===== config.mk =====
export PLATFORM = sky130hd
export DESIGN_NAME = l2miss_predictor
export DESIGN_NICKNAME = d
export VERILOG_FILES = /design/src/rtl/l2mp_pkg.sv /design/src/rtl/l2mp_hist_table.sv /design/src/rtl/l2mp_burst_window.sv /design/src/rtl/l2miss_predictor.sv
export SDC_FILE = /design/constraint.sdc
export NUM_CORES = 1
export LEC_CHECK = 0
export BUFFER_PORTS_ARGS = -buffer_cell sky130_fd_sc_hd__buf_4
export CAP_MARGIN = 25
export CELL_PAD_IN_SITES_DETAIL_PLACEMENT = 0
export CELL_PAD_IN_SITES_GLOBAL_PLACEMENT = 1
export CORE_UTILIZATION = 43
export DETAILED_ROUTE_END_ITERATION = 16
export MAX_ROUTING_LAYER = met4
export PLACE_DENSITY = 0.81
export SLEW_MARGIN = 40
export SYNTH_ARGS = -nofsm -noshare
export SYNTH_HDL_FRONTEND = slang
export SYNTH_SLANG_ARGS = --single-unit
export TNS_END_PERCENT = 1

===== constraint.sdc =====
create_clock -name clk -period 2 [get_ports clk]
set_input_delay 0 -clock clk [delete_from_list [all_inputs] [get_ports clk]]
set_output_delay 0 -clock clk [all_outputs]
set_load 0.1 [all_outputs]

===== src/rtl/l2mp_pkg.sv =====
package l2mp_pkg;

    typedef enum logic {
        SCHEME_HISTORY   = 1'b0,
        SCHEME_THRESHOLD = 1'b1
    } scheme_e;

    typedef enum logic {
        WIN_COLD = 1'b0,
        WIN_WARM = 1'b1
    } win_state_e;

    localparam logic [1:0] CTR_RESET = 2'b01;

    // One saturating training step of a 2-bit confidence counter
    function automatic logic [1:0] ctr_step(input logic [1:0] cur, input logic miss);
        logic [1:0] res;
        if (miss) res = (cur == 2'b11) ? cur : cur + 2'd1;
        else      res = (cur == 2'b00) ? cur : cur - 2'd1;
        return res;
    endfunction

endpackage


===== src/rtl/l2mp_hist_table.sv =====
module l2mp_hist_table
    import l2mp_pkg::*;
#(
    parameter int HIST_BITS = 4
) (
    input  logic                 clk,
    input  logic                 rst_n,
    input  logic                 upd_valid_i,
    input  logic [HIST_BITS-1:0] upd_tag_i,
    input  logic                 upd_miss_i,
    output logic [HIST_BITS-1:0] look_tag_o,
    output logic                 look_miss_o
);
    localparam int ENTRIES = 1 << HIST_BITS;

    logic [HIST_BITS-1:0] hist_q;
    logic [HIST_BITS-1:0] hist_nxt;
    logic [1:0]           ctr_q [ENTRIES];
    logic [1:0]           upd_cur;
    logic [1:0]           upd_new;
    logic [1:0]           look_ctr;

    // history after any update of this cycle (update goes first)
    always_comb begin
        hist_nxt = hist_q;
        if (upd_valid_i) hist_nxt = {hist_q[HIST_BITS-2:0], upd_miss_i};
    end

    always_comb begin
        upd_cur = ctr_q[upd_tag_i];
        upd_new = ctr_step(upd_cur, upd_miss_i);
    end

    // read-after-write forwarding for a same-cycle update
    always_comb begin
        if (upd_valid_i && (upd_tag_i == hist_nxt)) look_ctr = upd_new;
        else                                        look_ctr = ctr_q[hist_nxt];
    end

    assign look_tag_o  = hist_nxt;
    assign look_miss_o = look_ctr[1];

    always_ff @(posedge clk) begin
        if (!rst_n) hist_q <= '0;
        else        hist_q <= hist_nxt;
    end

    always_ff @(posedge clk) begin
        for (int i = 0; i < ENTRIES; i++) begin
            if (!rst_n)
                ctr_q[i] <= CTR_RESET;
            else if (upd_valid_i && (upd_tag_i == HIST_BITS'(i)))
                ctr_q[i] <= upd_new;
        end
    end

endmodule


===== src/rtl/l2mp_burst_window.sv =====
module l2mp_burst_window
    import l2mp_pkg::*;
#(
    parameter int WIN_LEN = 4,
    parameter int CNT_W   = $clog2(WIN_LEN + 1)
) (
    input  logic             clk,
    input  logic             rst_n,
    input  logic             upd_valid_i,
    input  logic             upd_miss_i,
    input  logic [CNT_W-1:0] thr_i,
    output logic             look_miss_o
);
    localparam int WIN_W = (WIN_LEN > 1) ? $clog2(WIN_LEN) : 1;
    localparam logic [WIN_W-1:0] LAST_SLOT = WIN_W'(WIN_LEN - 1);

    win_state_e       state_q, state_nxt;
    logic [WIN_W-1:0] slot_q;
    logic [CNT_W-1:0] run_q;
    logic [CNT_W-1:0] held_q;
    logic [CNT_W-1:0] run_inc;
    logic             closing;
    logic [CNT_W-1:0] held_nxt;

    assign run_inc  = run_q + CNT_W'(upd_miss_i);
    assign closing  = upd_valid_i && (slot_q == LAST_SLOT);
    assign held_nxt = closing ? run_inc : held_q;

    // next-state logic
    always_comb begin
        state_nxt = state_q;
        unique case (state_q)
            WIN_COLD: if (closing) state_nxt = WIN_WARM;   // COLD_TO_WARM
            WIN_WARM: state_nxt = WIN_WARM;                // WARM_STAY
        endcase
    end

    // state register
    always_ff @(posedge clk) begin
        if (!rst_n) state_q <= WIN_COLD;
        else        state_q <= state_nxt;
    end

    // window counters
    always_ff @(posedge clk) begin
        if (!rst_n) begin
            slot_q <= '0;
            run_q  <= '0;
            held_q <= '0;
        end else if (upd_valid_i) begin
            if (closing) begin
                slot_q <= '0;
                run_q  <= '0;
                held_q <= run_inc;
            end else begin
                slot_q <= slot_q + WIN_W'(1);
                run_q  <= run_inc;
            end
        end
    end

    // output: prediction as seen after this cycle's update
    always_comb begin
        unique case (state_nxt)
            WIN_COLD: look_miss_o = 1'b0;
            WIN_WARM: look_miss_o = (held_nxt > thr_i);
        endcase
    end

endmodule


===== src/rtl/l2miss_predictor.sv =====
module l2miss_predictor
    import l2mp_pkg::*;
#(
    parameter int HIST_BITS  = 4,
    parameter int WIN_LEN    = 4,
    parameter int CNT_W      = $clog2(WIN_LEN + 1),
    parameter int DEF_THRESH = 2
) (
    input  logic                 clk,
    input  logic                 rst_n,
    input  logic                 mode_i,
    input  logic                 thr_load_i,
    input  logic [CNT_W-1:0]     thr_value_i,
    input  logic                 pred_req_i,
    output logic                 pred_valid_o,
    output logic                 pred_miss_o,
    output logic [HIST_BITS-1:0] pred_tag_o,
    input  logic                 upd_valid_i,
    input  logic [HIST_BITS-1:0] upd_tag_i,
    input  logic                 upd_miss_i
);
    logic [CNT_W-1:0]     thr_q;
    logic [HIST_BITS-1:0] hist_tag;
    logic                 hist_miss;
    logic                 burst_miss;
    logic                 chosen_miss;

    l2mp_hist_table #(.HIST_BITS(HIST_BITS)) u_hist (
        .clk         (clk),
        .rst_n       (rst_n),
        .upd_valid_i (upd_valid_i),
        .upd_tag_i   (upd_tag_i),
        .upd_miss_i  (upd_miss_i),
        .look_tag_o  (hist_tag),
        .look_miss_o (hist_miss)
    );

    l2mp_burst_window #(.WIN_LEN(WIN_LEN), .CNT_W(CNT_W)) u_burst (
        .clk         (clk),
        .rst_n       (rst_n),
        .upd_valid_i (upd_valid_i),
        .upd_miss_i  (upd_miss_i),
        .thr_i       (thr_q),
        .look_miss_o (burst_miss)
    );

    always_ff @(posedge clk) begin
        if (!rst_n)          thr_q <= CNT_W'(DEF_THRESH);
        else if (thr_load_i) thr_q <= thr_value_i;
    end

    always_comb begin
        unique case (scheme_e'(mode_i))
            SCHEME_HISTORY:   chosen_miss = hist_miss;
            SCHEME_THRESHOLD: chosen_miss = burst_miss;
        endcase
    end

    always_ff @(posedge clk) begin
        if (!rst_n) begin
            pred_valid_o <= 1'b0;
            pred_miss_o  <= 1'b0;
            pred_tag_o   <= '0;
        end else begin
            pred_valid_o <= pred_req_i;
            if (pred_req_i) begin
                pred_miss_o <= chosen_miss;
                pred_tag_o  <= hist_tag;
            end
        end
    end

endmodule


==> results of run 1 <==
==> area by class of cell <==
| cell class | count | area, µm² |
|---|---|---|
| clock buffers | 7 | 76.3 |
| clock inverters | 1 | 30.0 |
| well taps | 96 | 120 |
| multi-input cells | 221 | 1580 |
| inverters | 5 | 18.8 |
| repair buffers | 54 | 463 |
| fillers | 647 | 3140 |
| flip-flops and latches | 54 | 1400 |
==> power by group <==
part	total (mW)	switching, mW	internal [mW]
logic	0.448	0.253	0.195
clock network	0.722	0.347	0.375
registers	1.24	0.0249	1.22
==> worst max-delay path by stage <==
stage | endpoint | slack [ns] | cells after the start
final | u_hist.ctr_q[2][1] | -0.10 | 7
after global routing | u_hist.ctr_q[2][1] | -0.18 | 7
after CTS | u_hist.ctr_q[3][1] | -0.06 | 7
after detailed placement | pred_miss_o | -0.06 | 9
after floorplan | pred_miss_o | -0.02 | 10
after global placement | pred_miss_o | -0.05 | 9
==> state kept, by name, indices dropped and copies added (netlist names) <==
name / flops
thr_q: 3
pred_miss_o: 1
u_burst.held_q: 3
u_burst.slot_q: 2
u_burst.state_q: 1
pred_valid_o: 1
u_hist.ctr_q: 32
u_burst.run_q: 3
pred_tag_o: 4
u_hist.hist_q: 4
==> metrics by stage <==
step	total power [mW]	setup TNS [ns]	setup WS [ns]
2_1_floorplan	1.56	-0.0180	-0.0180
3_3_place_gp	1.68	-0.700	-0.0452
3_5_place_dp	1.69	-0.839	-0.0608
4_1_cts	2.42	-0.853	-0.0574
5_1_grt	2.51	-3.98	-0.179
6_report	2.41	-1.74	-0.105
==> cell families (layout without fill, tap and decap cells) <==
| kind of cell | after synthesis | count (layout) | share of synthesized area [%] |
|---|---|---|---|
| compound gates | 40 | 40 | 9.20 |
| mux | 24 | 24 | 12.2 |
| flops | 54 | 54 | 45.8 |
| simple gates | 145 | 145 | 24.4 |
| buf+inv | 28 | 67 | 4.13 |
| xor+xnor | 5 | 5 | 1.43 |
| fa+ha+maj | 7 | 7 | 2.82 |
==> what timing repair did <==
item | in CTS | in global routing
setup buffers | 3 | 0
pin swaps | 1 | 1
hold buffers | 8 | 0
gates cloned | 0 | 0
resized for setup | 1 | 1
endpoints found under the setup margin | 23 | 33
endpoints found under the hold margin | 4 | 0
==> routing by layer <==
metal	vias to the layer above	part of all wire [%]	global-route usage, %
met5	-	0	-
met2	49	50	32.7
li1	1161	-	-
met4	0	0.59	5.15
met3	4	3.3	3.43
met1	1138	46	25.7
==> worst register-to-register path, cell delays in order (launching register included) <==
cell	delay [ns]
edfxtp_1	0.43
mux4_2	0.51
a22oi_2	0.20
nand3_2	0.11
maj3_2	0.33
nand2_2	0.10
buf_12	0.15
nor2_1	0.05
==> layout by cell type, fill, tap and decap left out, drive strengths merged, types with 2 or more instances in the layout <==
cell type | netlist | final
o211ai | 2 | 2
mux4 | 8 | 8
or3 | 6 | 6
nor2b | 18 | 18
o22ai | 5 | 5
nor3 | 2 | 2
nor2 | 24 | 24
clkbuf | 17 | 7
ha | 6 | 6
mux2i | 7 | 7
mux2 | 9 | 9
o21a | 2 | 2
a21oi | 5 | 5
buf | 6 | 46
nand2b | 16 | 16
a211oi | 6 | 6
a22oi | 5 | 5
xnor2 | 5 | 5
inv | 5 | 5
a31oi | 5 | 5
o211a | 4 | 4
nor3b | 5 | 5
o21ai | 5 | 5
dlygate4sd3 | 0 | 8
nand3b | 5 | 5
nand4 | 3 | 3
edfxtp | 32 | 32
nand2 | 44 | 44
dfxtp | 22 | 22
nand3 | 12 | 12
and2 | 7 | 7
==> results.md, run 1 <==
- Status: finished with violations
- Failing checks: negative setup slack
- Slowest cell on crit path: mux4_2
- Core area: approximately 0.007 mm²
- Worst skew pair latency: 0.31 ns
- Area growth syn-to-layout: 20.8%
- Detailed-route vias per instance: between 5 and 6
- Fin. Hold Viols: 0
- Share of cells above drive strength 1: a little over a fifth
- # IOs: 20
- Crit path arrival time: roughly 2.2 ns
- Layout Skew: ~0.0065 ns
- Hold depth: 3
- Synth cell types: 43
- Die width: between 80 and 90 µm
- Worst-case clock buffer depth: 2
- DRC Markers: 0
- Vias after detailed routing: ~2400
- Largest net degree at the start of global routing: roughly 40
- Tightest Hold Check Type: in -> reg
- Unrepaired setup endpoints after global routing: true
- Yosys warning total: 0
- WHS: between 0.06 and 0.07 ns
- Hold-critical path endpoint: pred_miss_o
- Synth Flop Type: edfxtp_1
- Number of CTS-inserted buffers: 5
- Yosys reg bits: 54
- R2R Path End: u_hist.ctr_q[2][1]
- First-pass GRT wire length: between 10000 and 15000 µm
- Avg Cell Area, Syn: ~10 µm²
- Worst path max stage delay: between 0.5 and 0.6 ns
- Crit end category: register
- DP Wirelength: between 4000 and 5000 µm
- Startpoint Class: register
- Placed cells: between 400 and 500
- CTS Sinks: 54
- Post-Place Cell Area: 0.00348 mm²
- Mapped Area: between 0.003 and 0.004 mm²
- CP Launch Point: u_hist.ctr_q[0][1]
- Worst VDD drop: about 0.29 mV
- Top-count cell post-synth: nand2_1
- Remaining antenna violation count after routing: 0
- R2R Setup Slk: -0.10 ns
- Worst Path Buf+Inv: 1
- Pre-Repair DR Iteration Count: 4
- Gr ovfl total: 0
- Final Wtd Congestion: 0.811
- Maxcap violations: 0
- H-tree levels: 2
- WP data required: a little over 2 ns
- Top cells by count, synth: 43 x nand2_1, 32 x edfxtp_1, 24 x nor2_1, 22 x dfxtp_1, 18 x nor2b_1
- Fraction of registers with async set/reset: 0%
- HP Start: mode_i
- Area leader, netlist: edfxtp_1
- Cell area power density: roughly 650 mW/mm²
- TritonCTS clock tree: done
- Critical Path Fanout Max: 16
- Crit-path cells: mux4_2, a22oi_2, nand3_2, maj3_2, nand2_2, buf_12, nor2_1
- Post-layout min period: ~2.1 ns
- Post-layout util: 54.1%
- Antenna cells: 0
- Layout net count: around 360
- LEAKAGE: roughly 1.4 nW
- Antenna violations before repair: 0
- Synth Instances: between 300 and 400
- Final setup fails: 27
- Wire per inst: ~15 µm
- Max Clk Rate: about 480 MHz
- Die Area: 0.00746 mm²
- Synth top area share: between 30% and 40%
- Post-synth EDFFs: 32
- Initial drt markers: 94
- Pins Over Slew Limit: 0
- Final period util: 105%
- PortBufs: 19
- Number of global-route vias before repair: around 2300
- Syn_nets: ~320
- Die Span Y: 86.4 µm
- Slew margin rel.: between 60% and 70%
- Final Instance Area: around 0.0037 mm²
- Worst R2R Start: u_hist.ctr_q[0][1]
- Worst-path clk slew: about 0.090 ns
- Site Rows: 30
- Critical path class: reg -> reg
- Starting Density: 44.8%
- Fin cells: approximately 440
- Worst path top cell family by delay: multiplexers
- DRT Wirelength: 6660 µm
- Root buffer cell: clkbuf_8
- Slew at the pin closest to its max-slew limit: 0.491 ns
- Worst setup margin: -0.105 ns
- Seq/Total Area, Yosys: between 40% and 50%
- R2R cell count: 7
- Main area contributors after synthesis: edfxtp_1 31%, dfxtp_1 14%, nand2_1 5.3%, mux4_1 5.2%, nor2b_1 3.7%
- GRT Resource Usage Total: ~20%
No activity file was read; power rests on OpenSTA's default activity.
==> run 2: changes to the inputs <==
- GPL_TIMING_DRIVEN: unset -> 0
- PLACE_DENSITY: 0.81 -> unset
- PLACE_DENSITY_LB_ADDON: unset -> 0.15
==> run 2 against run 1 <==
  * The flow still finishes with violations (negative setup slack)
  * Hold slack worse by 0.058 ns
  * Clock skew grew 0.00061 ns
  * Register-to-register slack got worse by 0.06 ns
  * First-iteration DRC count up 48%
  * Cell count stayed put
  * Non-clock buffer count stayed put
  * Final area is 2.1% lower
  * Via count decreased by 1.0%
  * Total power fell by 2.1%
  * Largest cell class unchanged
  * Highest routed layer unchanged
==> results.md, run 2 (synthesized netlist as in run 1, its figures left out) <==
- Worst path top cell family by delay: compound AO/OA/AOI/OAI gates
- Worst VDD drop: roughly 0.28 mV
- Critical path class: reg -> reg
- Tightest Hold Check Type: in -> reg
- Startpoint Class: register
- First-pass GRT wire length: between 10000 and 15000 µm
- Max FFs per register: 32
- Layout Skew: about 0.0071 ns
- Commonest non-fill, non-tap cell in the layout: nand2_1
- Die Area: 0.00746 mm²
- Pwr Total: roughly 2.4 mW
- Worst Path Buf+Inv: 1
- Share of cells above drive strength 1: ~20%
- Final setup fails: 23
- Final Wtd Congestion: ~0.79
- Pre-Repair DR Iteration Count: 4
- Cell area power density: 653 mW/mm²
- Die Span Y: ~86 µm
- Critical Path Fanout Max: 3
- Crit-path cells: ha_4, clkbuf_8, nand2_4, mux2_4, ha_4, nor2b_1, o21a_1, o211ai_1, a21oi_1, a41o_1
- Maxcap violations: 0
- WP data required: about 2.2 ns
- DRT Wirelength: 7260 µm
- Crit end category: register
- Fin. Hold Viols: 0
- Vias after detailed routing: ~2300
- Worst-case clock buffer depth: 2
- Slew margin rel.: 58.2%
- R2R Setup Slk: -0.17 ns
- CP Launch Point: u_burst.slot_q[0]
- Met2 GRT Util: between 30% and 40%
- Routing usage on met1: 31.8%
- Grt peak-use layer: met2
- Slowest cell on crit path: dfxtp_2
- HP Start: thr_load_i
- Site Rows: 30
- Max Clk Rate: 461 MHz
- H-tree levels: 2
- Worst skew pair latency: between 0.3 and 0.4 ns
- PortBufs: 16
- Number of global-route vias before repair: between 2000 and 2500
- DRC Markers: 0
- DP Wirelength: between 5000 and 6000 µm
- Area growth syn-to-layout: 18.2%
- Wire per inst: between 15 and 20 µm
- Unrepaired setup endpoints after global routing: true
- Worst setup margin: -0.168 ns
- # IOs: 20
- Failing checks: negative setup slack
- Die width: around 86 µm
- Core area: between 0.006 and 0.007 mm²
- Slew at the pin closest to its max-slew limit: 0.627 ns
- Antenna violations before repair: 0
- Status: finished with violations
- Post-layout min period: around 2.2 ns
- Root buffer cell: clkbuf_8
- Antenna cells: 0
- Layout net count: ~360
- Gr ovfl total: 0
- Crit path arrival time: between 2 and 2.5 ns
- Initial drt markers: 139
- Worst path most repeated cell: ha_4
- Final Instance Area: between 0.003 and 0.004 mm²
- Remaining antenna violation count after routing: 0
- TritonCTS clock tree: done
- Largest reg by FF count: u_hist.ctr_q
- Worst-path clk slew: ~0.1 ns
- Post-Place Cell Area: about 0.0034 mm²
- GRT Resource Usage Total: 22.1%
- LEAKAGE: approximately 1.3 nW
- Number of CTS-inserted buffers: 5
- CTS Sinks: between 50 and 60
- Worst R2R Start: u_burst.slot_q[0]
- Pins Over Slew Limit: 0
- Detailed-route vias per instance: roughly 5.3
- Most frequent cells in the layout: 42 x nand2_1, 32 x edfxtp_1, 25 x buf_4
- Largest net degree at the start of global routing: 17
- Final period util: 108%
- Top Registers: u_hist.ctr_q: 32 flops, pred_tag_o: 4 flops, u_hist.hist_q: 4 flops
- Worst path max stage delay: roughly 0.35 ns
- Starting Density: between 40% and 50%
- M3 GR Usage: 2.76%
-- run 2: changes by cell type in the layout (fill, tap and decap cells not counted), sizes merged --
| cell | previous run | this run |
|---|---|---|
| buf | 46 | 31 |
| bufinv | 1 | 0 |
| clkbuf | 7 | 23 |
| clkinv | 0 | 2 |
| dlygate4sd3 | 8 | 6 |
-- run 2: worst paths after layout --
| kind | end | depth (start not counted) |
|---|---|---|
| max | pred_miss_o | 10 |
| min | thr_q[0] | 3 |
| max reg2reg | pred_miss_o | 10 |
| min reg2reg | pred_tag_o[1] | 1 |
-- run 2: worst register-to-register path: stages, from the launching register on --
cell      delay [ns]
dfxtp_2         0.35
ha_4            0.15
clkbuf_8        0.14
nand2_4         0.07
mux2_4          0.32
ha_4            0.21
nor2b_1         0.12
o21a_1          0.16
o211ai_1        0.24
a21oi_1         0.10
a41o_1          0.21
-- run 2: area by class of cell --
cell class / count / area [µm²]
Clock inverter: 2 / 10.0
Buffer: 23 / 128
Fill cell: 656 / 3210
Timing Repair Buffer: 31 / 248
Tap cell: 96 / 120
Inverter: 5 / 18.8
Multi-Input combinational cell: 221 / 1600
Sequential cell: 54 / 1410
Clock buffer: 6 / 93.8
-- run 2: metal layers --
layer  share of wire (%)  up-vias  routed length (µm)
li1                    -     1159                   -
met1                  49     1118                3570
met2                  46       42                3350
met3                 3.6        9                 261
met4                 1.1        0                  80
met5                   0        -                   0
-- run 2: what timing repair did --
item | CTS | global route
hold endpoints to repair | 3 | 0
hold buffers | 6 | 0
setup endpoints to repair | 27 | 33
pin swaps | 6 | 3
gates resized for setup | 6 | 2
setup buffers | 9 | 0
-- run 2: where the power goes --
part	leakage (nW)	internal (mW)	switching, mW
Combinational	0.799	0.176	0.258
Clock	0.0561	0.319	0.365
Sequential	0.469	1.22	0.0269
Total	1.32	1.71	0.650
-- run 2: per-stage QoR --
stage,cells,util [%],hold slack (ns),TNS [ns],setup slack [ns]
after global routing,438,53.0,0.0375,-5.20,-0.261
after floorplan,303,-,0.126,-0.0180,-0.0180
after detailed placement,415,49.1,0.221,-5.40,-0.316
after CTS,438,52.9,0.00000336,-2.85,-0.166
after global placement,415,49.1,0.218,-4.93,-0.317
final,438,53.0,0.00614,-1.94,-0.168
